<file path="src/rtl/busm_pkg.sv">
package busm_pkg;

  typedef enum logic [2:0] {
    MODE_W36_R36,
    MODE_W36_R18,
    MODE_W36_R9,
    MODE_W18_R36,
    MODE_W9_R36
  } busm_mode_e;

  function automatic busm_mode_e mode_from_pins(input logic bm, input logic iw, input logic ow);
    busm_mode_e m;
    if (!bm) begin
      m = MODE_W36_R36;
    end else begin
      case ({iw, ow})
        2'b00:   m = MODE_W36_R18;
        2'b01:   m = MODE_W36_R9;
        2'b10:   m = MODE_W18_R36;
        default: m = MODE_W9_R36;
      endcase
    end
    return m;
  endfunction

endpackage

</file>
<file path="src/rtl/busm_cfg.sv">
module busm_cfg
  import busm_pkg::*;
#(
  parameter int LANES = 4
) (
  input  logic                     clk,
  input  logic                     rst_n,
  input  logic                     cfg_bm,
  input  logic                     cfg_iw,
  input  logic                     cfg_ow,
  output logic [$clog2(LANES)-1:0] wr_shift,
  output logic [$clog2(LANES)-1:0] rd_shift
);
  localparam int CNT_W = $clog2(LANES);
  localparam logic [CNT_W-1:0] SH_UNIT = CNT_W'(CNT_W);
  localparam logic [CNT_W-1:0] SH_HALF = CNT_W'(CNT_W - 1);

  busm_mode_e mode_d, mode_q;

  always_comb mode_d = mode_from_pins(cfg_bm, cfg_iw, cfg_ow);

  // mode register loads only while reset is held
  always_ff @(posedge clk) begin
    if (!rst_n) mode_q <= mode_d;
  end

  always_comb begin
    wr_shift = '0;
    rd_shift = '0;
    case (mode_q)
      MODE_W36_R18: rd_shift = SH_HALF;
      MODE_W36_R9:  rd_shift = SH_UNIT;
      MODE_W18_R36: wr_shift = SH_HALF;
      MODE_W9_R36:  wr_shift = SH_UNIT;
      default: ;
    endcase
  end

  AST_CFG_HELD: assert property (@(posedge clk) disable iff (!rst_n)
    rst_n |=> $stable(mode_q));

endmodule

</file>
<file path="src/rtl/busm_pack.sv">
module busm_pack #(
  parameter int UNIT_W = 9,
  parameter int LANES  = 4
) (
  input  logic                      clk,
  input  logic                      rst_n,
  input  logic [$clog2(LANES)-1:0]  sh,
  input  logic                      wr_en,
  input  logic                      full,
  input  logic [UNIT_W*LANES-1:0]   wr_data,
  output logic                      push,
  output logic [UNIT_W*LANES-1:0]   push_word,
  output logic [$clog2(LANES)-1:0]  wcnt
);
  localparam int WORD_W = UNIT_W * LANES;
  localparam int CNT_W  = $clog2(LANES);

  logic [CNT_W-1:0]  cnt_q, cnt_d, last_idx;
  logic [WORD_W-1:0] acc_q, acc_d, placed, mask;
  logic              accept;
  int                piece_w;

  always_comb begin
    piece_w  = WORD_W >> sh;
    last_idx = CNT_W'((1 << sh) - 1);
    mask     = {WORD_W{1'b1}} >> (WORD_W - piece_w);
    placed   = (wr_data & mask) << (int'(cnt_q) * piece_w);
    accept   = wr_en && !full;
    push      = 1'b0;
    push_word = acc_q | placed;
    cnt_d     = cnt_q;
    acc_d     = acc_q;
    if (accept) begin
      if (cnt_q == last_idx) begin
        push  = 1'b1;
        cnt_d = '0;
        acc_d = '0;
      end else begin
        cnt_d = cnt_q + 1'b1;
        acc_d = acc_q | placed;
      end
    end
  end

  always_ff @(posedge clk or negedge rst_n) begin
    if (!rst_n) begin
      cnt_q <= '0;
      acc_q <= '0;
    end else if (accept) begin
      cnt_q <= cnt_d;
      acc_q <= acc_d;
    end
  end

  assign wcnt = cnt_q;

  AST_PACK_IDX: assert property (@(posedge clk) disable iff (!rst_n)
    cnt_q <= last_idx);

endmodule

</file>
<file path="src/rtl/busm_unpack.sv">
module busm_unpack #(
  parameter int UNIT_W = 9,
  parameter int LANES  = 4
) (
  input  logic                     clk,
  input  logic                     rst_n,
  input  logic [$clog2(LANES)-1:0] sh,
  input  logic                     rd_en,
  input  logic                     avail,
  input  logic [UNIT_W*LANES-1:0]  head,
  output logic [UNIT_W*LANES-1:0]  rd_data,
  output logic                     pop
);
  localparam int WORD_W = UNIT_W * LANES;
  localparam int CNT_W  = $clog2(LANES);

  logic [CNT_W-1:0]  cnt_q, cnt_d, last_idx;
  logic [WORD_W-1:0] mask;
  logic              take;
  int                piece_w;

  always_comb begin
    piece_w  = WORD_W >> sh;
    last_idx = CNT_W'((1 << sh) - 1);
    mask     = {WORD_W{1'b1}} >> (WORD_W - piece_w);
    rd_data  = (head >> (int'(cnt_q) * piece_w)) & mask;
    take     = rd_en && avail;
    pop      = take && (cnt_q == last_idx);
    cnt_d    = pop ? '0 : cnt_q + 1'b1;
  end

  always_ff @(posedge clk or negedge rst_n) begin
    if (!rst_n) cnt_q <= '0;
    else if (take) cnt_q <= cnt_d;
  end

  AST_UNPACK_IDX: assert property (@(posedge clk) disable iff (!rst_n)
    cnt_q <= last_idx);

endmodule

</file>
<file path="src/rtl/busm_store.sv">
module busm_store #(
  parameter int DEPTH  = 8,
  parameter int WORD_W = 36
) (
  input  logic                       clk,
  input  logic                       rst_n,
  input  logic                       push,
  input  logic [WORD_W-1:0]          push_word,
  input  logic                       pop,
  output logic [WORD_W-1:0]          head,
  output logic [$clog2(DEPTH+1)-1:0] count
);
  localparam int AW = (DEPTH > 1) ? $clog2(DEPTH) : 1;
  localparam int CW = $clog2(DEPTH + 1);
  localparam logic [AW-1:0] LAST = AW'(DEPTH - 1);

  logic [WORD_W-1:0] mem_q [DEPTH];
  logic [AW-1:0]     wp_q, wp_d, rp_q, rp_d;
  logic [CW-1:0]     cnt_q, cnt_d;

  always_comb begin
    wp_d  = push ? ((wp_q == LAST) ? '0 : wp_q + 1'b1) : wp_q;
    rp_d  = pop  ? ((rp_q == LAST) ? '0 : rp_q + 1'b1) : rp_q;
    cnt_d = cnt_q;
    case ({push, pop})
      2'b10:   cnt_d = cnt_q + 1'b1;
      2'b01:   cnt_d = cnt_q - 1'b1;
      default: ;
    endcase
  end

  always_ff @(posedge clk or negedge rst_n) begin
    if (!rst_n) begin
      wp_q  <= '0;
      rp_q  <= '0;
      cnt_q <= '0;
    end else begin
      wp_q  <= wp_d;
      rp_q  <= rp_d;
      cnt_q <= cnt_d;
    end
  end

  always_ff @(posedge clk) begin
    if (push) mem_q[wp_q] <= push_word;
  end

  assign head  = mem_q[rp_q];
  assign count = cnt_q;

  AST_NO_OVERFLOW: assert property (@(posedge clk) disable iff (!rst_n)
    (push && !pop) |-> (cnt_q < CW'(DEPTH)));
  AST_NO_UNDERFLOW: assert property (@(posedge clk) disable iff (!rst_n)
    pop |-> (cnt_q != '0));

endmodule

</file>
<file path="src/rtl/busm_fifo.sv">
module busm_fifo #(
  parameter int DEPTH  = 8,
  parameter int UNIT_W = 9,
  parameter int LANES  = 4
) (
  input  logic                    clk,
  input  logic                    rst_n,
  input  logic                    cfg_bm,
  input  logic                    cfg_iw,
  input  logic                    cfg_ow,
  input  logic                    wr_en,
  input  logic [UNIT_W*LANES-1:0] wr_data,
  output logic                    full,
  input  logic                    rd_en,
  output logic [UNIT_W*LANES-1:0] rd_data,
  output logic                    valid
);
  localparam int WORD_W = UNIT_W * LANES;
  localparam int CNT_W  = $clog2(LANES);
  localparam int CW     = $clog2(DEPTH + 1);
  localparam int OCC_W  = CW + CNT_W + 1;

  logic [CNT_W-1:0]  wr_shift, rd_shift, wcnt;
  logic              push, pop;
  logic [WORD_W-1:0] push_word, head;
  logic [CW-1:0]     count;
  logic [OCC_W-1:0]  occ, cap;

  busm_cfg #(.LANES(LANES)) u_cfg (
    .clk(clk), .rst_n(rst_n), .cfg_bm(cfg_bm), .cfg_iw(cfg_iw), .cfg_ow(cfg_ow),
    .wr_shift(wr_shift), .rd_shift(rd_shift)
  );

  busm_pack #(.UNIT_W(UNIT_W), .LANES(LANES)) u_pack (
    .clk(clk), .rst_n(rst_n), .sh(wr_shift), .wr_en(wr_en), .full(full),
    .wr_data(wr_data), .push(push), .push_word(push_word), .wcnt(wcnt)
  );

  busm_store #(.DEPTH(DEPTH), .WORD_W(WORD_W)) u_store (
    .clk(clk), .rst_n(rst_n), .push(push), .push_word(push_word), .pop(pop),
    .head(head), .count(count)
  );

  busm_unpack #(.UNIT_W(UNIT_W), .LANES(LANES)) u_unpack (
    .clk(clk), .rst_n(rst_n), .sh(rd_shift), .rd_en(rd_en), .avail(valid),
    .head(head), .rd_data(rd_data), .pop(pop)
  );

  // occupancy in write-port units
  always_comb begin
    occ   = (OCC_W'(count) << wr_shift) + OCC_W'(wcnt);
    cap   = OCC_W'(DEPTH) << wr_shift;
    full  = (occ == cap);
    valid = (count != '0);
  end

  AST_FULL_HOLDS: assert property (@(posedge clk) disable iff (!rst_n)
    (full && !pop) |=> full);
  AST_VALID_AFTER_PUSH: assert property (@(posedge clk) disable iff (!rst_n)
    push |=> valid);

endmodule

</file>
<file path="config.mk">
export PLATFORM = sky130hd
export DESIGN_NAME = busm_fifo
export DESIGN_NICKNAME = d
export VERILOG_FILES = /design/src/rtl/busm_pkg.sv /design/src/rtl/busm_cfg.sv /design/src/rtl/busm_pack.sv /design/src/rtl/busm_unpack.sv /design/src/rtl/busm_store.sv /design/src/rtl/busm_fifo.sv
export SDC_FILE = /design/constraint.sdc
export NUM_CORES = 1
export LEC_CHECK = 0
export BUFFER_PORTS_ARGS = -buffer_cell sky130_fd_sc_hd__buf_2
export CAP_MARGIN = 0
export CORE_ASPECT_RATIO = 1.1
export CORE_MARGIN = 2
export CORE_UTILIZATION = 40
export CTS_BUF_LIST = sky130_fd_sc_hd__clkbuf_8
export DETAILED_ROUTE_END_ITERATION = 10
export PLACE_DENSITY = 0.68
export REMOVE_ABC_BUFFERS = 1
export SLEW_MARGIN = 20
export SYNTH_ARGS = -nofsm -noshare
export SYNTH_HDL_FRONTEND = slang
export SYNTH_HIERARCHICAL = 1
export SYNTH_SLANG_ARGS = --single-unit
</file>
<file path="constraint.sdc">
create_clock -name clk -period 6.53 [get_ports clk]
set_input_delay 0.653 -clock clk [delete_from_list [all_inputs] [get_ports clk]]
set_output_delay 0.653 -clock clk [all_outputs]
set_load 0.02 [all_outputs]
</file>
-- Word level (Yosys, flattened, before mapping)
Memories as Yosys holds them, arrays and structs flattened.
Index checks and enable logic that the tools add are counted.
- add/sub/neg operators: 11
- $mul: 2
- equal/unequal tests: 13
- shift-type cells: 10
- multiplexer cells: 13
- bitwise operators: 3
- reductions and logical operators: 7
- operators with widths (cell ; count):
    $and A36 B36 Y36 ; 2
    $shr A36 B32 Y36 const A ; 2
    $mul A3 B32 Y32 ; 2
    $shr A6 B2 Y32 const A ; 2
    $sub A7 B32 Y32 const A ; 2
    $mux W36 ; 1
    $or A36 B36 Y36 ; 1
    $shl A36 B32 Y36 ; 1
    $shr A36 B32 Y36 ; 1
    $eq A3 B3 Y1 const B ; 3
    $pmux W3 S3 ; 1
    $pmux W2 S2 ; 2
    $pmux W4 S2 ; 1
    $add A7 B2 Y7 ; 1
    $eq A7 B7 Y1 ; 1
    $shl A4 B2 Y7 ; 1
    $shl A4 B2 Y7 const A ; 1
    $add A3 B1 Y3 const B ; 2
    $eq A3 B2 Y1 const B ; 2
    $mux W3 ; 2
    $add A2 B1 Y2 const B ; 2
    $add A4 B1 Y4 const B ; 1
    $eq A2 B1 Y1 const B ; 2
    $eq A2 B2 Y1 ; 2
    12 further kinds ; 21
- bits in registers: 53
- bits in writable memories: 288
- memories: 1
- memory list (name ; words ; bits a word ; read ports ; clocked after Yosys merged registers in ; wr ports ; line ; text):
    u_store.mem_q ; 8 ; 36 ; 1 ; 0 ; 1 ; busm_store.sv:17 ; logic [WORD_W-1:0] mem_q [DEPTH];

-- Depth between registers and ports, before layout
Gate-level depths: netlist of run 1.
- depth after elaboration: 10
- gate-level depth with buffers: 19
- mapped depth without buffers: 19

-- Hierarchy
The synthesis of run 1 kept the hierarchy.
- by module, submodules not included (module ; times used ; cells each ; area each (um2)):
    busm_store ; 1 ; 470 ; 11389.7
    busm_pack ; 1 ; 540 ; 4724.5
    busm_unpack ; 1 ; 390 ; 3041.7
    busm_cfg ; 1 ; 17 ; 195.2
    busm_fifo ; 1 ; 21 ; 161.4

-- Least setup slack after synthesis of run 1
Ideal clock, no wire load.
- path kind: reg2reg
- start point: register u_cfg.mode_q[1]
- end point: memory u_store.mem_q[0][0], enable pin
- data arrival time: 5790 ps
- required time: 6056 ps
- slack: 266 ps
- stages on the path, launching flop included: 14
- buffers on the path: 0
- period minus slack after synthesis: 6264 ps
- cells stage by stage: edfxtp_1 > nor3b_1 > nor2_1 > and2_1 > ha_1 > fa_1 > nand3b_1 > a211oi_1 > o311a_1 > nor2b_1 > nand3_1 > clkinv_1 > nand2b_1 > nor3_1
- word-level cells in the longest chain between the ends: 10
- RTL lines (item ; line ; text):
    start, declared ; busm_cfg.sv:18 ; busm_mode_e mode_d, mode_q;
    start signal, assigned ; busm_cfg.sv:24 ; if (!rst_n) mode_q <= mode_d;
    $eq A3 B3 Y1 / $eq A3 B2 Y1 (equally long branches) ; busm_cfg.sv:30 ; case (mode_q)
    $pmux W2 S2 (*) ; busm_cfg.sv:30 ;
    via wr_shift[1] ; busm_fifo.sv:23 ; logic [CNT_W-1:0] wr_shift, rd_shift, wcnt;
    $shl A4 B2 Y7 ; busm_fifo.sv:51 ; occ = (OCC_W'(count) << wr_shift) + OCC_W'(wcnt);
    $add A7 B2 Y7 ; busm_fifo.sv:51 ;
    $eq A7 B7 Y1 (*) ; busm_fifo.sv:53 ; full = (occ == cap);
    via full ; busm_fifo.sv:13 ; output logic full,
    $logic_not A1 Y1 (*) ; busm_pack.sv:28 ; accept = wr_en && !full;
    $logic_and A1 B1 Y1 (*) ; busm_pack.sv:28 ;
    $mux W1 (*) ; busm_pack.sv:33 ; if (accept) begin
    via push ; busm_fifo.sv:24 ; logic push, pop;
    $mux W1 (*) ; busm_store.sv:45 ; if (push) mem_q[wp_q] <= push_word;
    $mux W1 (not written as such) (*) ; busm_store.sv:45 ;
    end, declared ; busm_store.sv:17 ;
The timed path passes the listed nets; every way through them passes the cells marked *.

-- Worst setup path in the final report of run 1
- start point: register u_cfg.mode_q[0]
- end point: output rd_data[12]
- word-level cells in the longest chain between the ends: 6
- RTL lines (item ; line ; text):
    $eq A3 B2 Y1 / $eq A3 B1 Y1 (equally long branches) ; busm_cfg.sv:30 ;
    $pmux W2 S2 (*) ; busm_cfg.sv:30 ;
    via rd_shift[1] ; busm_fifo.sv:23 ;
    $shr A6 B2 Y32 (*) ; busm_unpack.sv:23 ; piece_w = WORD_W >> sh;
    $mul A3 B32 Y32 / $sub A7 B32 Y32 (equally long branches) ; busm_unpack.sv:26, busm_unpack.sv:25 ;
    $shr A36 B32 Y36, on equally long branches ; busm_unpack.sv:26, busm_unpack.sv:25 ;
    $and A36 B36 Y36 (*) ; busm_unpack.sv:26 ; rd_data = (head >> (int'(cnt_q) * piece_w)) & mask;
    end, declared ; busm_fifo.sv:15 ; output logic [UNIT_W*LANES-1:0] rd_data,
Marks and branches as above.

==> summary.txt, run 1 <==
Layout
  • Layout Nets: 1607
  • Fin cells: 2201
  • Layout cell share with drive strength beyond 1: 26.9%
  • Final Cell Area: 0.0215 mm^2
  • Final core occ: 44.8%
  • Area Overhead vs Synth: 10.2%

Floorplanning
  • Core footprint: 0.0480 mm^2
  • Die area: 0.0506 mm^2
  • Die X: 215 um
  • Die height: 236 um
  • Row count: 84
  • # IOs: 81
  • Initial core utilization: 40.6%

Placed design
  • Routability cong.: 0.975
  • HPWL Detailed: 36400 um
  • DP Area: 0.0206 mm^2
  • IO Port Bufs: 80
  • Placed cell count: 2114

Synthesis
  • Register area share after synthesis: 51.2%
  • Most used DFF post-synth: edfxtp_1
  • Unique masters post-synth: 107
  • Synthesized cell area: 0.0195 mm^2
  • EDFF count, synth: 291
  • Cells after synthesis: 1438
  • Fraction of synthesis flops using an asynchronous set or reset pin: 14.7%
  • Syn avg cell area: 13.6 um^2
  • Number of synthesis warnings: 6
  • Synth Register Bits: 341

Critical path
  • Crit Path Class: reg -> out
  • CP endpoint: rd_data[12]
  • Worst Path Required: 5.88 ns
  • Flop-to-flop setup slack: 1.07 ns
  • CP startpoint: u_cfg/mode_q[0]$_SDFFCE_PN0N_
  • R2r worst-path depth: 15
  • Setup crit start kind: flip-flop
  • R2r endpoint: u_store/mem_q[7][28]$_DFFE_PP_
  • R2r startpoint: u_cfg/mode_q[1]$_SDFFCE_PN0N_
  • Worst Setup End Kind: primary output
  • Crit path arrival time: 5.25 ns
  • Crit-path max FO: 24

GRT
  • Grt total ovfl: 0
  • Vias in the first global route: 13500
  • Antenna violations before repair: 1
  • First-pass GRT wire length: 80500 um
  • Largest net degree at the start of global routing: 52
  • Tot GR Track Use: 20.3%

STA
  • Final setup viols: 0
  • RSZ-0062 raised after global routing: no
  • Final Cycle Share: 90.4%
  • Headroom to the max-slew limit: 33.0%
  • Minimum clock period: 5.90 ns
  • Fmax achieved: 169 MHz
  • Worst-margin pin slew: 0.997 ns
  • Final Hold Fails: 0
  • Clock Skews: 0.0204 ns
  • Final Max Tran Viols: 0

Clock tree
  • CTS buffer count: 47
  • CTS tree: yes
  • Worst skew pair latency: 0.57 ns
  • Worst-path clk slew: 0.06 ns
  • H-tree lvl count: 2
  • Setup bufs post-CTS: 0
  • CTS resizes: 0
  • Hold_buf cts: 0
  • Num Clock Sinks: 341
  • CTS Root Cell: clkbuf_8
  • CTS Buffer Depth: 3

Drt
  • First drt pass iteration count: 8
  • WL final: 52000 um
  • Antenna viol nets, final: 0
  • DRC: 0
  • DR vias/cell: 6.14
  • Drt wl/cell: 23.6 um
  • Vias: 13500
  • 1st-iter DRT viols: 1286

Power and ir drop
  • VDD IR max: 0.000225 V
  • PD cells: 507 mW/mm^2
  • Pwr Total: 10.9 mW
  • Leak Pwr: 8.12 nW

Status
  • Outcome: finished, final reports clean

Job
  • Max-cap viol count: 0

Min path
  • Worst min path class: in -> async
cell usage after synthesis (9+ instances only):
cell / number / area (um^2)
dfrtp_1: 50 / 1250
mux2_2: 67 / 754
clkbuf_1: 48 / 180
a21o_1: 25 / 188
and3_1: 14 / 87.6
o21ai_0: 32 / 160
a21oi_1: 59 / 295
and2_1: 14 / 87.6
nand2b_1: 15 / 93.8
nor2_1: 77 / 289
edfxtp_1: 291 / 8740
mux4_2: 105 / 2360
nand3_1: 35 / 175
buf_2: 23 / 115
o211ai_1: 10 / 75.1
nor2b_1: 17 / 106
ha_1: 43 / 538
o211a_1: 18 / 180
o22ai_1: 11 / 68.8
o21bai_1: 11 / 82.6
buf_6: 10 / 113
inv_1: 24 / 90.1
nor3_1: 26 / 130
xor2_1: 14 / 123
nand2_1: 72 / 270
a211oi_1: 27 / 203
a31oi_1: 20 / 125
nand4_1: 11 / 68.8
mux2i_1: 47 / 470
xnor2_1: 9 / 78.8
stage by stage:
step | hold WS [ns] | worst slack, ns | TNS [ns]
after floorplan | 0.357 | -1.54 | -232.56
after global placement | 0.454 | 1.27 | 0
after detailed placement | 0.461 | 1.21 | 0
after CTS | 0.230 | 0.580 | 0
after global routing | 0.268 | 0.282 | 0
final | 0.214 | 0.625 | 0
layer usage:
layer	global-route usage, %	share of wire [%]	vias up
met5	0	0	-
met4	8.61	4.1	0
met3	2.02	5.1	134
met2	33.9	48	578
met1	27.1	43	6834
li1	-	-	5964
how the worst min path moves through the flow:
stage,startpoint,endpoint,cells past startpoint
CTS,rst_n,u_unpack/cnt_q[1]$_DFFE_PN0P_,2
floorplan,rst_n,u_pack/acc_q[0]$_DFFE_PN0P_,0
detailed placement,u_pack/acc_q[14]$_DFFE_PN0P_,u_pack/acc_q[14]$_DFFE_PN0P_,2
global placement,u_pack/acc_q[14]$_DFFE_PN0P_,u_pack/acc_q[14]$_DFFE_PN0P_,2
finish,rst_n,u_unpack/cnt_q[1]$_DFFE_PN0P_,2
global route,rst_n,u_unpack/cnt_q[1]$_DFFE_PN0P_,2
cell type report:
cell class | count | area, um^2
clock buffer | 47 | 647
clock inverter | 39 | 218
fill | 4322 | 26500
timing repair buffer | 127 | 766
inverter | 27 | 111
antenna | 1 | 2.50
tap | 645 | 807
multi-input combinational | 974 | 8960
sequential | 341 | 9990
power by group:
group	switching (mW)	total (mW)	internal [mW]
clock	0.759	1.51	0.753
combinational	3.70	6.00	2.30
sequential	0.272	3.39	3.12
total	4.73	10.9	6.17
sequential cells by signal (all words and copies together) (netlist names):
name / cells
u_pack/wcnt: 2
u_pack/acc_q: 36
u_store/count: 4
u_cfg/mode_q: 3
u_store/rp_q: 3
u_unpack/cnt_q: 2
u_store/mem_q: 288
u_store/wp_q: 3
critical path, cell delays in order, from the launching register on:
cell and delay [ns]:
edfxtp_1 0.42, nor3b_1 0.43, ha_1 0.23, buf_4 0.25, nand2_1 0.10, inv_1 0.38, ha_1 0.35, fa_1 0.52
a21o_1 0.22, a21oi_2 0.18, xnor2_1 0.17, or4_1 0.63, or2_2 0.36, o32ai_2 0.25, buf_2 0.20
logic make-up after synthesis:
family          share of synthesized area, %
flops                                   51.2
compound gates                          13.0
simple gates                            8.97
mux                                     19.0
buf+inv                                 3.23
fa+ha+maj                               3.07
xor+xnor                                1.51
layout by cell type (no fill, tap or decap), drive strengths merged, types with 17 or more instances in the layout:
| cell type | instances |
|---|---|
| edfxtp | 291 |
| buf | 127 |
| mux4 | 107 |
| nor2 | 77 |
| nand2 | 76 |
| mux2 | 72 |
| a21oi | 60 |
| dfrtp | 50 |
| clkbuf | 47 |
| mux2i | 47 |
| ha | 43 |
| inv | 39 |
| o21ai | 38 |
| nand3 | 35 |
| nor3 | 29 |
| a211oi | 28 |
| a21o | 25 |
| clkinv | 21 |
| a31oi | 20 |
| o211a | 18 |
| nor2b | 17 |
Note: power is estimated with default switching activity, not from simulation.
==> inputs of run 2 (changes only) <==
--- a/config.mk
+++ b/config.mk
@@ -9,10 +9,11 @@
 export CAP_MARGIN = 0
 export CORE_ASPECT_RATIO = 1.1
 export CORE_MARGIN = 2
-export CORE_UTILIZATION = 40
+export CORE_UTILIZATION = 35
 export CTS_BUF_LIST = sky130_fd_sc_hd__clkbuf_8
 export DETAILED_ROUTE_END_ITERATION = 10
-export PLACE_DENSITY = 0.68
+export HOLD_SLACK_MARGIN = 0.05
+export PLACE_DENSITY = 0.6
 export REMOVE_ABC_BUFFERS = 1
 export SLEW_MARGIN = 20
 export SYNTH_ARGS = -nofsm -noshare
==> constraint.sdc (replaced) <==
create_clock -name clk -period 7.6 [get_ports clk]
set_input_delay 0.76 -clock clk [delete_from_list [all_inputs] [get_ports clk]]
set_output_delay 0.76 -clock clk [all_outputs]
set_load 0.02 [all_outputs]
==> summary.txt, run 2 (same netlist as run 1, synthesis figures left out) <==
Critical path
  • Crit-path slowest cell: ha_1
  • Crit Path Class: reg -> out
  • Crit path arrival time: 6.15 ns (+0.90 ns)
  • Worst Path Required: 6.84 ns (+0.96 ns)
  • Worst-path cell chain: nor3b_1 -> ha_1 -> nand2_4 -> xnor2_4 -> inv_4 -> ha_1 -> and3_1 -> a221oi_2 -> nand2_1 -> o21ai_0 -> a22oi_2 -> a2111oi_1 -> buf_2
  • Crit-path max FO: 24 (unchanged)
  • Crit-path max cell delay: 0.76 ns (+0.13 ns)
  • WP buf/inv: 2 (-1)
  • Flop-to-flop setup slack: 2.13 ns (+1.06 ns)
  • Setup crit start kind: flip-flop
  • Most used cell, CP: ha_1
  • Crit path max-delay family: compound AO/OA/AOI/OAI gates
  • Worst Setup End Kind: primary output

Layout
  • Final Cell Area: 0.0218 mm^2 (+1.4%)
  • Final core occ: 39.7% (-5.1 points)
  • Most frequent cells in the layout: edfxtp_1, mux4_2, buf_2, nand2_1, nor2_1
  • Register name with the most flops: u_store/mem_q
  • Number of flip-flops in the largest register: 288 (unchanged)
  • Layout cell share with drive strength beyond 1: 27.6% (+0.74 points)
  • Commonest non-fill, non-tap cell in the layout: edfxtp_1
  • Area Overhead vs Synth: 11.7%
  • Layout Nets: 1602 (-0.31%)

GRT
  • First-pass GRT wire length: 82400 um (+2.4%)
  • Vias in the first global route: 13400 (-0.95%)
  • Largest net degree at the start of global routing: 75 (+44%)
  • Antenna violations before repair: 1 (unchanged)
  • Tot GR Track Use: 18.3% (-2.0 points)
  • Grt total ovfl: 0 (unchanged)

Placed design
  • Routability cong.: 0.917 (-6.0%)
  • DP Area: 0.0207 mm^2 (+0.25%)
  • DP Worst Slack: 1.36 ns (+0.149 ns)
  • HPWL Detailed: 37000 um (+1.6%)
  • IO Port Bufs: 80 (unchanged)

Floorplanning
  • Die height: 252 um (+6.8%)
  • Row count: 90 (+7.1%)
  • Die area: 0.0577 mm^2 (+14%)
  • Die X: 229 um (+6.8%)
  • Core footprint: 0.0550 mm^2 (+14%)
  • Initial core utilization: 35.5% (-5.1 points)
  • # IOs: 81 (unchanged)

Clock tree
  • Worst skew pair latency: 0.59 ns (+0.02 ns)
  • Setup bufs post-CTS: 0 (unchanged)
  • H-tree lvl count: 2 (unchanged)
  • CTS tree: yes
  • CTS buffer count: 52 (+11%)
  • Hold_buf cts: 0 (unchanged)
  • CTS Buffer Depth: 3 (unchanged)
  • CTS resizes: 0 (unchanged)
  • Worst-path clk slew: 0.07 ns (about the same)
  • CTS Root Cell: clkbuf_8
  • Num Clock Sinks: 341 (unchanged)

Drt
  • DRC: 0 (unchanged)
  • DR vias/cell: 5.80 (-5.5%)
  • WL final: 53000 um (+1.9%)
  • 1st-iter DRT viols: 1275 (-0.86%)
  • First drt pass iteration count: 7 (-1)
  • Antenna viol nets, final: 0 (unchanged)
  • Drt wl/cell: 23.1 um (-2.2%)
  • Vias: 13300 (-1.4%)

STA
  • Worst-margin pin slew: 1.05 ns (+0.0555 ns)
  • Fmax achieved: 145 MHz
  • RSZ-0062 raised after global routing: no
  • Clock Skews: 0.0256 ns (+0.00519 ns)
  • PnR worst setup slack: 0.694 ns (+0.0683 ns)
  • Minimum clock period: 6.91 ns
  • Final Cycle Share: 90.9%
  • Hold slack: 0.311 ns (+0.0963 ns)
  • Final Max Tran Viols: 0 (unchanged)
  • Headroom to the max-slew limit: 29.4% (-3.6 points)
  • Final Hold Fails: 0 (unchanged)
  • Final setup viols: 0 (unchanged)

Power and ir drop
  • PD cells: 442 mW/mm^2 (-13%)
  • VDD IR max: 0.000165 V (-27%)
  • Leak Pwr: 8.22 nW (+1.2%)

Min path
  • Worst min path class: in -> async

Status
  • Outcome: finished, final reports clean

Job
  • Max-cap viol count: 0 (unchanged)
run 2: cell count changes in the layout (fill, tap and decap cells not counted):
cell	before	now
clkinvlp_4	4	2
clkinv_2	3	13
buf_4	46	35
bufinv_16	2	5
clkinv_1	18	8
buf_12	1	2
diode_2	1	2
clkbuf_8	47	58
run 2: layout make-up:
| type | count | area [um^2] |
|---|---|---|
| sequential | 341 | 9990 |
| fill | 5258 | 33200 |
| timing repair buffer | 117 | 703 |
| multi-input combinational | 974 | 8960 |
| antenna | 2 | 5.00 |
| inverter | 27 | 111 |
| tap | 736 | 921 |
| clock buffer | 58 | 798 |
| clock inverter | 40 | 305 |
run 2: path summary, 6_finish.rpt:
kind / startpoint / end / cells past startpoint
max: u_cfg/mode_q[0]$_SDFFCE_PN0N_ / rd_data[3] / 13
max reg2reg: u_cfg/mode_q[2]$_SDFFCE_PN0N_ / u_store/mem_q[0][30]$_DFFE_PP_ / 14
min: rst_n / u_store/count[1]$_DFFE_PN0P_ / 2
min in group clk: u_pack/acc_q[26]$_DFFE_PN0P_ / u_pack/acc_q[26]$_DFFE_PN0P_ / 2
max in group asynchronous: rst_n / u_store/rp_q[0]$_DFFE_PN0P_ / 2
min reg2reg: u_pack/acc_q[26]$_DFFE_PN0P_ / u_pack/acc_q[26]$_DFFE_PN0P_ / 2
run 2: layer usage:
layer / track usage [%] / routed length [um]
met3: 2.37 / 2920
met4: 6.35 / 1640
met5: 0 / 0
met2: 30.0 / 25300
met1: 25.0 / 23100
run 2: where the power goes:
group          internal (mW)  total [mW]  switching [mW]
clock                  0.875        1.57           0.698
sequential              2.68        2.87           0.195
combinational           1.96        5.20            3.24
total                   5.52        9.65            4.13
run 2: metrics by stage:
stage                     TNS, ns  power (mW)  std cells
after floorplan            -33.50        6.38       1342
after global placement          0        8.00       2195
after detailed placement        0        8.04       2195
after CTS                       0        9.65       2293
after global routing            0        10.2       2294
final                           0        9.65       2295
run 2: worst reg2reg max path, delay by kind of cell, from the launching register on:
| family | cells | cell delay (ns) |
|---|---|---|
| AOI/OAI and AO/OA | 5 | 2.38 |
| and+or+nand+nor | 3 | 0.92 |
| adders and majority gates | 3 | 0.91 |
| buffers and inverters | 3 | 0.52 |
| DFF | 1 | 0.41 |
==> inputs of run 3 (changes only) <==
--- a/config.mk
+++ b/config.mk
@@ -7,7 +7,6 @@
 export LEC_CHECK = 0
 export BUFFER_PORTS_ARGS = -buffer_cell sky130_fd_sc_hd__buf_2
 export CAP_MARGIN = 0
-export CORE_ASPECT_RATIO = 1.1
 export CORE_MARGIN = 2
 export CORE_UTILIZATION = 35
 export CTS_BUF_LIST = sky130_fd_sc_hd__clkbuf_8
==> constraint.sdc (replaced) <==
create_clock -name clk -period 7.6 [get_ports clk]
set_input_delay 0.38 -clock clk [delete_from_list [all_inputs] [get_ports clk]]
set_output_delay 0.38 -clock clk [all_outputs]
set_load 0.02 [all_outputs]
==> summary.txt, run 3 (same netlist as run 1, synthesis figures left out) <==
GRT
  • First-pass GRT wire length: 82100 um (-0.38%)
  • Antenna violations before repair: 1 (unchanged)
  • Grt total ovfl: 0 (unchanged)
  • Vias in the first global route: 13100 (-2.5%)
  • Largest net degree at the start of global routing: 52 (-31%)
  • Tot GR Track Use: 18.6% (+0.36 points)

Min path
  • Hold Crit Start: rd_en
  • WHS Endpoint: u_unpack/cnt_q[0]$_DFFE_PN0P_
  • Hold path depth: 3
  • Worst min path class: in -> reg

Floorplanning
  • Die height: 240 um (-4.6%)
  • Initial core utilization: 35.4% (-0.090 points)
  • Die X: 240 um (+4.8%)
  • # IOs: 81 (unchanged)
  • Core footprint: 0.0551 mm^2 (+0.25%)
  • Die area: 0.0577 mm^2 (about the same)
  • Row count: 86 (-4.4%)

Power and ir drop
  • Leak Pwr: 8.23 nW (+0.12%)
  • Sw power: 4.14 mW (+0.32%)
  • VDD IR max: 0.000162 V (-2.1%)
  • Clock power frac: 15.8% (-0.5 points)
  • Pwr Total: 9.60 mW (-0.43%)
  • PD cells: 441 mW/mm^2 (-0.41%)
  • Switching share of total power: 43.1% (+0.32 points)
  • Logic pwr share: 53.8% (about the same)
  • Internal power: 5.46 mW (-0.99%)
  • Seq pwr share: 30.4% (+0.6 points)

Critical path
  • Worst Path Required: 7.22 ns (+0.38 ns)
  • CP startpoint: u_cfg/mode_q[0]$_SDFFCE_PN0N_
  • Crit Path Class: reg -> out
  • R2r startpoint: u_cfg/mode_q[1]$_SDFFCE_PN0N_
  • Crit-path max FO: 24 (unchanged)
  • Setup crit start kind: flip-flop
  • Worst Setup End Kind: primary output
  • Flop-to-flop setup slack: 1.82 ns (-0.31 ns)
  • R2r worst-path depth: 11 (-3)
  • R2r endpoint: u_store/mem_q[3][25]$_DFFE_PP_
  • Crit path arrival time: 6.10 ns (-0.05 ns)

Layout
  • Final Cell Area: 0.0218 mm^2 (about the same)
  • Number of flip-flops in the largest register: 288 (unchanged)
  • FILL cells: 5273 (+0.29%)
  • Register name with the most flops: u_store/mem_q
  • Commonest non-fill, non-tap cell in the layout: edfxtp_1
  • ANT cells: 0 (-2)
  • Fin cells: 2309 (+0.61%)
  • Area Overhead vs Synth: 11.7% (about the same)
  • Most frequent cells in the layout: edfxtp_1, mux4_2, buf_2, nand2_1, nor2_1
  • Layout Nets: 1604 (+0.12%)
  • Layout cell share with drive strength beyond 1: 27.2% (-0.39 points)

STA
  • TNS Setup: 0 ns (unchanged)
  • Fmax achieved: 154 MHz (+6.5%)
  • Final Hold Fails: 0 (unchanged)
  • Worst-margin pin slew: 1.10 ns (+0.0518 ns)
  • Final setup viols: 0 (unchanged)
  • Clock Skews: 0.0227 ns (-0.00296 ns)
  • Final Cycle Share: 85.3% (-5.6 points)
  • Minimum clock period: 6.48 ns (-0.424 ns)
  • Headroom to the max-slew limit: 25.9% (-3.5 points)
  • RSZ-0062 raised after global routing: no
  • Final Max Tran Viols: 0 (unchanged)

Clock tree
  • CTS Root Cell: clkbuf_8
  • Worst-path clk slew: 0.07 ns (about the same)
  • Hold_buf cts: 1 (+1)
  • CTS tree: yes
  • CTS resizes: 0 (unchanged)
  • H-tree lvl count: 2 (unchanged)
  • Num Clock Sinks: 341 (unchanged)
  • CTS buffer count: 54 (+3.8%)
  • CTS Buffer Depth: 3 (unchanged)
  • Worst skew pair latency: 0.59 ns (about the same)
  • Setup bufs post-CTS: 0 (unchanged)

Drt
  • DR vias/cell: 5.79 (-0.20%)
  • DRC: 0 (unchanged)
  • Antenna viol nets, final: 0 (unchanged)
  • First drt pass iteration count: 5 (-2)
  • Drt wl/cell: 23.2 um (+0.50%)
  • WL final: 53600 um (+1.1%)
  • 1st-iter DRT viols: 1283 (+0.63%)
  • Vias: 13400 (+0.41%)

Placed design
  • Routability cong.: 0.975 (+6.4%)
  • Placed cell count: 2206 (+0.50%)
  • HPWL Detailed: 37400 um (+1.2%)
  • IO Port Bufs: 80 (unchanged)
  • DP Area: 0.0207 mm^2 (about the same)

Job
  • Max-cap viol count: 0 (unchanged)

Status
  • Outcome: finished, final reports clean
==> run 3: changes by cell type in the layout (fill, tap and decap cells not counted) <==
cell | previous run | this run
clkinv_2 | 13 | 5
inv_1 | 37 | 45
clkbuf_8 | 58 | 62
bufinv_16 | 5 | 2
diode_2 | 2 | 0
buf_4 | 35 | 34
clkinv_1 | 8 | 9
clkinv_4 | 0 | 1
dlygate4sd3_1 | 0 | 1
inv_8 | 1 | 2
o31ai_1 | 8 | 7
o31ai_2 | 2 | 3
==> run 3: power groups by stage <==
stage | combinational [mW] | sequential (mW) | clock [mW]
5_1_grt | 5.53 | 2.96 | 1.64
4_1_cts | 5.14 | 2.93 | 1.56
3_3_place_gp | 5.08 | 2.95 | 0
6_report | 5.17 | 2.92 | 1.52
2_1_floorplan | 3.40 | 2.98 | 0
3_5_place_dp | 5.11 | 2.96 | 0
==> run 3: cell type report <==
class	count	area [um^2]	area share, %
clock buffers	62	853	3.91
clock inverters	40	229	1.05
inverters	27	111	0.511
multi-input cells	974	8970	41.1
flip-flops and latches	341	9990	45.9
well taps	748	936	4.29
repair buffers	117	706	3.24
==> run 3: per-layer routing <==
layer / vias to the layer above / wire length, um / track usage [%]
li1: 5957 / - / -
met1: 6849 / 24600 / 27.0
met2: 504 / 24900 / 29.8
met3: 61 / 3240 / 2.33
met4: 0 / 901 / 4.18
met5: - / 0 / 0
==> run 3: worst max path at each step <==
| stage | slack, ns | to | cells after the start |
|---|---|---|---|
| 6_report | 1.12 | rd_data[3] | 14 |
| 5_1_grt | 0.78 | rd_data[12] | 14 |
| 4_1_cts | 1.20 | rd_data[3] | 14 |
| 3_5_place_dp | 1.85 | rd_data[12] | 14 |
| 3_3_place_gp | 1.89 | rd_data[9] | 14 |
| 2_1_floorplan | -0.47 | u_store/mem_q[0][0]$_DFFE_PP_ | 13 |
==> run 3: critical path, stage by stage (launching register included) <==
cell	delay (ns)
edfxtp_1	0.41
nor3b_1	0.43
ha_1	0.77
nand2_4	0.22
xnor2_4	0.62
inv_4	0.17
ha_1	0.45
and3_1	0.25
a221oi_2	0.26
buf_4	0.32
nand2_1	0.35
o21ai_0	0.31
a22oi_2	0.07
a2111oi_1	0.58
buf_2	0.28
==> run 3: through the flow <==
step                      utilization, %  hold slack [ns]  setup WS [ns]
final                               39.6            0.154           1.12
after global routing                39.6            0.151          0.784
after CTS                           39.6            0.119           1.20
after detailed placement            37.6            0.468           1.85
after global placement              37.6            0.459           1.89
after floorplan                        -           0.0844         -0.465
